--- src/rtl/lq_snoop_pkg.sv ---
package lq_snoop_pkg;
  typedef enum logic [1:0] {
    SNP_READ    = 2'd0,
    SNP_WRITE   = 2'd1,
    SNP_UPGRADE = 2'd2,
    SNP_RSVD    = 2'd3
  } snp_kind_e;

  // Only remote writes and upgrades make an early load stale.
  function automatic logic snp_is_invalidating(input logic [1:0] kind);
    return (kind == SNP_WRITE) || (kind == SNP_UPGRADE);
  endfunction
endpackage

--- src/rtl/lq_entry.sv ---
module lq_entry #(
  parameter int LINE_W = 26
) (
  input  logic              clk,
  input  logic              rst_n,
  input  logic              wr_en,
  input  logic [LINE_W-1:0] wr_line,
  input  logic              clr,
  input  logic              chk_en,
  input  logic [LINE_W-1:0] chk_line,
  output logic              valid_o,
  output logic              mark_o
);
  logic              valid_q, mark_q;
  logic [LINE_W-1:0] line_q;
  logic              hit;

  assign hit = valid_q && chk_en && (line_q == chk_line);

  always_ff @(posedge clk) begin
    if (!rst_n) begin
      valid_q <= 1'b0;
      mark_q  <= 1'b0;
      line_q  <= '0;
    end else if (clr) begin
      // retire or flush wins over a same-cycle snoop hit
      valid_q <= 1'b0;
      mark_q  <= 1'b0;
    end else if (wr_en) begin
      valid_q <= 1'b1;
      mark_q  <= 1'b0;
      line_q  <= wr_line;
    end else if (hit) begin
      mark_q  <= 1'b1;
    end
  end

  assign valid_o = valid_q;
  assign mark_o  = mark_q;
endmodule

--- src/rtl/lq_age_pick.sv ---
module lq_age_pick #(
  parameter int DEPTH = 8,
  localparam int IDX_W = $clog2(DEPTH)
) (
  input  logic [DEPTH-1:0] mark_vec,
  input  logic [IDX_W-1:0] head,
  output logic             found,
  output logic [IDX_W-1:0] off,
  output logic [IDX_W-1:0] idx
);
  logic [IDX_W-1:0] pos;

  // Scan from youngest to oldest age so the oldest marked slot is kept last.
  always_comb begin
    found = 1'b0;
    off   = '0;
    pos   = '0;
    for (int k = DEPTH - 1; k >= 0; k--) begin
      pos = head + IDX_W'(k);
      if (mark_vec[pos]) begin
        found = 1'b1;
        off   = IDX_W'(k);
      end
    end
    idx = head + off;
  end
endmodule

--- src/rtl/spec_lq_snoop.sv ---
module spec_lq_snoop
  import lq_snoop_pkg::*;
#(
  parameter int DEPTH    = 8,
  parameter int ADDR_W   = 32,
  parameter int LINE_OFF = 6,
  localparam int IDX_W   = $clog2(DEPTH)
) (
  input  logic              clk,
  input  logic              rst_n,
  input  logic              alloc_valid,
  input  logic [ADDR_W-1:0] alloc_addr,
  output logic              alloc_ready,
  output logic [IDX_W-1:0]  alloc_idx,
  output logic              lq_full,
  input  logic              retire_valid,
  output logic              retire_ready,
  input  logic              snp_valid,
  input  logic [1:0]        snp_type,
  input  logic [ADDR_W-1:0] snp_addr,
  output logic              replay_valid,
  output logic [IDX_W-1:0]  replay_idx,
  input  logic              replay_ready
);
  localparam int PTR_W  = IDX_W + 1;
  localparam int LINE_W = ADDR_W - LINE_OFF;

  logic [PTR_W-1:0]  head_q, tail_q, count;
  logic [IDX_W-1:0]  head_idx, tail_idx;
  logic [DEPTH-1:0]  valid_vec, mark_vec;
  logic              empty;
  logic              alloc_fire, retire_fire, rep_fire, chk_en;
  logic              rep_found;
  logic [IDX_W-1:0]  rep_off, rep_idx;
  logic [LINE_W-1:0] alloc_line, snp_line;
  logic              unused_offset_bits;

  assign head_idx = head_q[IDX_W-1:0];
  assign tail_idx = tail_q[IDX_W-1:0];
  assign count    = tail_q - head_q;
  assign empty    = (count == '0);
  assign lq_full  = (count == PTR_W'(DEPTH));

  assign alloc_line = alloc_addr[ADDR_W-1:LINE_OFF];
  assign snp_line   = snp_addr[ADDR_W-1:LINE_OFF];
  assign unused_offset_bits = ^{alloc_addr[LINE_OFF-1:0], snp_addr[LINE_OFF-1:0]};

  assign chk_en = snp_valid && snp_is_invalidating(snp_type);

  assign alloc_ready  = !lq_full && !rep_found;
  assign alloc_fire   = alloc_valid && alloc_ready;
  assign retire_ready = !empty && !mark_vec[head_idx];
  assign retire_fire  = retire_valid && retire_ready;
  assign rep_fire     = rep_found && replay_ready;

  lq_age_pick #(.DEPTH(DEPTH)) u_pick (
    .mark_vec (mark_vec),
    .head     (head_idx),
    .found    (rep_found),
    .off      (rep_off),
    .idx      (rep_idx)
  );

  for (genvar i = 0; i < DEPTH; i++) begin : g_slot
    logic [IDX_W-1:0] age;
    logic             in_flush, clr, wr;
    assign age      = IDX_W'(i) - head_idx;
    assign in_flush = rep_fire && (age >= rep_off) && ({1'b0, age} < count);
    assign clr      = (retire_fire && (head_idx == IDX_W'(i))) || in_flush;
    assign wr       = alloc_fire && (tail_idx == IDX_W'(i));

    lq_entry #(.LINE_W(LINE_W)) u_entry (
      .clk      (clk),
      .rst_n    (rst_n),
      .wr_en    (wr),
      .wr_line  (alloc_line),
      .clr      (clr),
      .chk_en   (chk_en),
      .chk_line (snp_line),
      .valid_o  (valid_vec[i]),
      .mark_o   (mark_vec[i])
    );
  end

  always_ff @(posedge clk) begin
    if (!rst_n) begin
      head_q <= '0;
      tail_q <= '0;
    end else begin
      if (retire_fire) head_q <= head_q + 1'b1;
      if (rep_fire)        tail_q <= head_q + PTR_W'(rep_off);
      else if (alloc_fire) tail_q <= tail_q + 1'b1;
    end
  end

  logic unused_valid_vec;
  assign unused_valid_vec = ^valid_vec;

  assign alloc_idx    = tail_idx;
  assign replay_valid = rep_found;
  assign replay_idx   = rep_idx;
endmodule

--- config.mk ---
export PLATFORM = sky130hd
export DESIGN_NAME = spec_lq_snoop
export DESIGN_NICKNAME = d
export VERILOG_FILES = /design/src/rtl/lq_snoop_pkg.sv /design/src/rtl/lq_entry.sv /design/src/rtl/lq_age_pick.sv /design/src/rtl/spec_lq_snoop.sv
export SDC_FILE = /design/constraint.sdc
export NUM_CORES = 1
export LEC_CHECK = 0
export BUFFER_PORTS_ARGS = -buffer_cell sky130_fd_sc_hd__buf_2
export CAP_MARGIN = 20
export CORE_MARGIN = 4
export CORE_UTILIZATION = 45
export DETAILED_ROUTE_END_ITERATION = 6
export HOLD_SLACK_MARGIN = 0.02
export PLACE_DENSITY_LB_ADDON = 0.2
export SETUP_SLACK_MARGIN = 0.02
export SLEW_MARGIN = 20
export SYNTH_ARGS = -nofsm -noshare
export SYNTH_HDL_FRONTEND = slang
export SYNTH_SLANG_ARGS = --single-unit
--- constraint.sdc ---
create_clock -name clk -period 4.4 [get_ports clk]
set_input_delay 0.66 -clock clk [delete_from_list [all_inputs] [get_ports clk]]
set_output_delay 0.66 -clock clk [all_outputs]
set_load 0.05 [all_outputs]
# Yosys cells after proc, flatten, opt, wreduce, memory -nomap -nowiden

Cells that the tools add are included.

Register bits after elaboration: 232
Bits of input ports: 72
Output and inout bits: 10

$add $sub $neg: 20
Order comparisons: 24
Equality and inequality tests: 25
Multiplexer cells: 34
Bitwise logic cells: 9
Reductions and logical operators: 95

Operators with widths:

| kind                                                                         | number |
|---|---|
| 26-bit == test                                                               | 8 |
| 1-bit logical AND                                                            | 54 |
| 3-bit by 4-bit less-than comparator with 1-bit output                        | 8 |
| 3-bit by 4-bit less-than comparator with 1-bit output, second input constant | 8 |
| 1-bit binary-select mux with 3-bit select                                    | 8 |
| 3-bit == test, second input constant                                         | 8 |
| 3-bit >= comparator                                                          | 8 |
| 3-bit two-way mux                                                            | 8 |
| 3-bit OR reduction                                                           | 8 |
| 1-bit two-way mux                                                            | 16 |
| 2-bit AND reduction                                                          | 8 |
| 2-bit OR reduction                                                           | 8 |
| 3-bit adder, second input constant                                           | 4 |
| 3-bit by 2-bit == test with 1-bit output, second input constant              | 4 |
| 3-bit subtractor, first input constant                                       | 4 |
| 1-bit logical OR                                                             | 9 |
| 1-bit inverter                                                               | 9 |
| 4-bit by 1-bit adder with 4-bit output, second input constant                | 2 |
| 4-bit two-way mux                                                            | 2 |
| 3-bit by 2-bit adder with 3-bit output, second input constant                | 2 |
| 3-bit by 1-bit == test with 1-bit output, second input constant              | 2 |
| 3-bit zero test                                                              | 2 |
| 1-bit by 3-bit subtractor with 3-bit output, first input constant            | 2 |
| 2-bit by 3-bit subtractor with 3-bit output, first input constant            | 2 |
| other kinds (10)                                                             | 13 |

# Depth between registers and ports, before layout

Depth after elaboration: 17
Gate-level depth with buffers: 17

# Cells and area by module

From an unflattened synthesis, not the netlist that was laid out.

Cell total of the unflattened synthesis: 1542
Area total of the unflattened synthesis: 13171.4 sq um

By module, submodules not included:

| module        | times used | cells an instance | area an instance (sq um) |
|---|---|---|---|
| lq_entry      | 8          | 158               | 1346.3 |
| spec_lq_snoop | 1          | 196               | 1661.6 |
| lq_age_pick   | 1          | 82                | 739.5 |

# Worst setup path before layout

No wires, ideal clock.

Path kind: reg2out
Start: register head_q[0]
End: output port alloc_ready
Data arrival time: 4.253 ns
Required time: 3.740 ns
Setup slack: -0.513 ns
Stages on the path, launching flop included: 14
Path buffers: 5
Cell sequence: dfxtp_1 buf_6 buf_2 inv_1 ha_1 ha_1 mux4_2 or4_1 buf_2 nor2_8 inv_2 buf_2 buf_1 nor2_1

Word-level cells in the longest chain between the ends: 13
Elaborated cells on any way between the ends: 36
Classes of those cells: 8 x add/sub; 1 x eq/ne; 24 x mux; 3 x reduce/logical

Ends and longest elaborated chain:

| item                                      | line                | source |
|---|---|---|
| start, declared                           | spec_lq_snoop.sv:28 | `logic [PTR_W-1:0] head_q, tail_q, count;` |
| start signal, assigned                    | spec_lq_snoop.sv:90 | `if (retire_fire) head_q <= head_q + 1'b1;` |
| 3-bit adder                               | lq_age_pick.sv:19   | `pos = head + IDX_W'(k);` |
| 1-bit binary-select mux with 3-bit select | lq_age_pick.sv:20   | `if (mark_vec[pos]) begin` |
| 1-bit two-way mux (not written as such)   | lq_age_pick.sv:20   |  |
| 1-bit two-way mux (7 in a row)            | lq_age_pick.sv:20   |  |
| 1-bit two-way mux (*)                     | lq_age_pick.sv:20   |  |
| net replay_valid                          | spec_lq_snoop.sv:21 | `output logic replay_valid,` |
| 1-bit zero test (*)                       | spec_lq_snoop.sv:50 | `assign alloc_ready = !lq_full && !rep_found;` |
| 1-bit logical AND (*)                     | spec_lq_snoop.sv:50 |  |
| end, declared                             | spec_lq_snoop.sv:13 | `output logic alloc_ready,` |

The timed path passes the listed nets; every way through them passes the cells marked *. The select of a mux whose other input is x is not followed.

# Worst setup path after layout

Start: register head_q[0]
End: output port replay_idx[2]

Word-level cells in the longest chain between the ends: 12
Elaborated cells on any way between the ends: 32
Classes of those cells: 8 x add/sub; 24 x mux

Ends and longest elaborated chain:

| item                                      | line                | source |
|---|---|---|
| 3-bit adder                               | lq_age_pick.sv:19   |  |
| 1-bit binary-select mux with 3-bit select | lq_age_pick.sv:20   |  |
| 1-bit two-way mux (not written as such)   | lq_age_pick.sv:20   |  |
| 3-bit two-way mux (8 in a row)            | lq_age_pick.sv:20   |  |
| 3-bit adder (*)                           | lq_age_pick.sv:25   | `idx = head + off;` |
| end, declared                             | spec_lq_snoop.sv:22 | `output logic [IDX_W-1:0] replay_idx,` |

Every way passes the cells marked *; elsewhere a longest branch is shown, timed or not. The select of a mux whose other input is x is not followed.

==> results by group <==
Run status
  • Status: finished, final reports clean

Hold path
  • Worst hold start: alloc_addr[15]
  • Hold Crit Class: input pin to register
  • Worst Hold End: g_slot[0].u_entry.line_q[9]$_SDFFE_PN0P_
  • Hold Path Depth: 3

Synthesis
  • Area leader, netlist: dfxtp_1
  • Synthesized cell area: 13000 µm²
  • Sequential-to-total area share from yosys stat: 0.359
  • Synth async-reset ratio: 0
  • Yosys reg bits: around 230
  • Ys flop type: dfxtp_1
  • Mapped Nets: 1517
  • Yosys top cell area share: 0.359
  • Synth area leaders: dfxtp_1, mux2i_1, xnor2_1, nand2_1, xor2_1
  • Synth Warn #: 0
  • Post-synth EDFFs: 0
  • Syn Inst Count: 1395
  • Mean Syn Cell Area: ~9.3 µm²
  • Synth unique cells: between 60 and 70

Floorplan
  • Initial core utilization: 0.461
  • Die Y: approximately 180 µm
  • Core ar.: 28100 µm²
  • Die footprint: about 32000 µm²
  • Num rows: 61
  • Die X: 178 µm
  • Ports: 82

Route
  • Drt total wl: around 43 mm
  • DRT iter0 DRCs: 1160
  • First-pass DRT Iterations: 5
  • Post-route ant nets: 0
  • DR WL/cell: 23.6 µm
  • DRC errors left: 0
  • Vias: roughly 11000
  • Vias/cell: 5.99

Clock network
  • Hold-fix buffers, CTS: 0
  • CTS root buf: clkbuf_16
  • CTS Buf Count: 27
  • Clk buf depth: 3
  • Maximum level of the CTS H-tree: 1
  • Clk slew on worst S/H paths: 0.06 ns
  • CTS tree: yes
  • Worst-skew pair later-pin latency: 0.55 ns
  • CTS Sinks: around 230

Timing
  • Fin crit period: 4.25 ns
  • Hold Fails Final Rpt: 0
  • Post-route setup TNS: 0 ns
  • Fin. max-slew vios: 0
  • Tightest hold margin: 0.396 ns
  • Rel. slew slack: 0.251
  • Clk_skew: 0.0157 ns
  • F_max: 235 MHz
  • Final cycle utilization of the critical path: 0.966
  • Setup ws final: approximately 0.15 ns
  • RSZ-0062 raised after global routing: false
  • Worst-Margin Slew: between 1 and 1.5 ns
  • Final setup viols: 0

Global routing
  • Antenna violations before repair: 0
  • Vias in the first global route: just over 10000
  • Tot GR Track Use: 0.266
  • Largest net degree at the start of global routing: 81
  • First-pass GRT wire length: between 60 and 70 mm
  • GR Overflow Total: 0

Worst setup path
  • R2R Setup Slk: 0.61 ns
  • CP arrival: ~3.6 ns
  • CP Max Fanout: 18
  • Startpoint types: register
  • Reg-to-reg startpoint: head_q[0]$_SDFFE_PN0P_
  • FF-to-FF path depth: 12
  • CP Data Required Time: 3.74 ns
  • Setup Crit Path Kind: register to output pin
  • Crit. End Element: output pin
  • Worst r2r dst: g_slot[4].u_entry.mark_o$_SDFFE_PP0P_
  • Max incr delay on CP: 0.53 ns
  • Max stage delay cell, worst path: mux4_2
  • CP Cell Sequence: buf_12, ha_1, ha_4, mux4_2, o311a_1, or2_2, fa_1, xnor2_2, buf_6

Cells and area
  • Diode count: 0
  • Layout cells sized above 1: 0.131
  • Area Growth Syn to Fin: 13.2%
  • Fillers: between 2000 and 3000
  • Most common cell after layout, fill and taps aside: dfxtp_1
  • Fin nets: 1531
  • Most frequent cells in the layout: dfxtp_1, nand2_1, mux2i_1
  • Design Area, Final: 14700 µm²
  • Core Util, Final: 0.522
  • Post-route insts no fill: 1805

Placed design
  • Pre-CTS setup slack: 0.317 ns
  • Detailed placer's ending HPWL: 29.6 mm
  • Gp weighted congestion: 0.887
  • PortBufs: 69
  • Placed cell areas: 13600 µm²
  • Placed insts: 1756

Job
  • # Max-Cap Violations: 0

Pwr
  • Final Power: 7.46 mW
  • Peak VDD IR: between 0.2 and 0.3 mV
  • Power Density: 509 nW/µm²
  • Leak: 5.58 nW
==> critical path, delay by kind of cell, from the launching register on <==
kind / cells / cell delay, ns
compound gates: 1 / 0.31
xor+xnor: 1 / 0.18
fa+ha+maj: 3 / 0.99
buf+inv: 2 / 0.34
flops: 1 / 0.33
mux: 1 / 0.53
simple gates: 1 / 0.36
==> flip-flops by register name, summed over array words and instances (netlist names) <==
name and count:
g_slot.u_entry.line_q 208, g_slot.u_entry.mark_o 8, g_slot.u_entry.valid_o 8, head_q 4, tail_q 4
==> layer usage <==
layer  track usage  routed length, µm  share of wire  up-vias
li1              -                  -              -     5001
met1         0.375              18600           0.43     5250
met2         0.424              19600           0.46      461
met3        0.0352               3040          0.071       97
met4        0.0841               1510          0.035        0
met5             0                  0              0        -
==> power by group <==
| part | leakage (nW) | switching (mW) | internal [mW] | total (mW) |
|---|---|---|---|---|
| logic | 3.24 | 1.68 | 0.956 | 2.64 |
| registers | 1.88 | 0.149 | 2.29 | 2.44 |
| clock network | 0.466 | 0.927 | 1.46 | 2.39 |
==> kinds of logic after synthesis <==
logic type | after synthesis | synth area share
AO/OA/AOI/OAI | 208 | 0.109
adder cells (fa/ha/maj) | 50 | 0.0500
XOR/XNOR | 215 | 0.145
flip-flops | 232 | 0.359
multiplexers | 183 | 0.151
AND/OR/NAND/NOR | 364 | 0.136
buffers and inverters | 143 | 0.0503
==> how the worst max path moves through the flow <==
stage	endpoint	cells after the start	start	slack, ns
6_report	replay_idx[2]	9	head_q[0]$_SDFFE_PN0P_	0.15
3_5_place_dp	g_slot[1].u_entry.line_q[5]$_SDFFE_PN0P_	10	head_q[0]$_SDFFE_PN0P_	0.32
5_1_grt	replay_idx[2]	9	head_q[0]$_SDFFE_PN0P_	0.02
3_3_place_gp	g_slot[2].u_entry.mark_o$_SDFFE_PP0P_	10	head_q[0]$_SDFFE_PN0P_	0.38
2_1_floorplan	alloc_ready	13	head_q[0]$_SDFFE_PN0P_	-0.16
4_1_cts	replay_idx[2]	9	head_q[2]$_SDFFE_PN0P_	0.02
==> what timing repair did <==
action                                  4_1_cts  5_1_grt
buffers inserted                              1        1
resized for setup                             9        9
pin swaps                                     1        2
endpoints found under the setup margin        4        2
==> cell usage after synthesis (all sizes together), types with 3 or more instances <==
cell type,instances
o211a,5
a211oi,4
nor4b,4
o21ai,11
nor4,32
nand4,89
mux4,9
xor2,79
a31oi,12
xnor2,136
o31ai,55
a31o,3
mux2,8
nor3,6
o32ai,3
ha,47
o311a,3
a41oi,9
buf,38
fa,3
a311oi,3
mux2i,166
dfxtp,232
inv,24
a21o,6
clkbuf,80
o311ai,4
a21oi,73
nor2b,4
nand2,196
nand3,8
nor2,15
==> area by class of cell <==
class | count | area [µm²] | share of cell area
timing repair buffer | 103 | 678 | 0.0462
clock inverter | 11 | 176 | 0.0120
tap | 378 | 473 | 0.0322
clock buffer | 36 | 769 | 0.0525
inverter | 25 | 93.8 | 0.00640
sequential | 232 | 4650 | 0.317
multi-input combinational | 1020 | 7830 | 0.534
No activity file was read; power rests on OpenSTA's default activity.
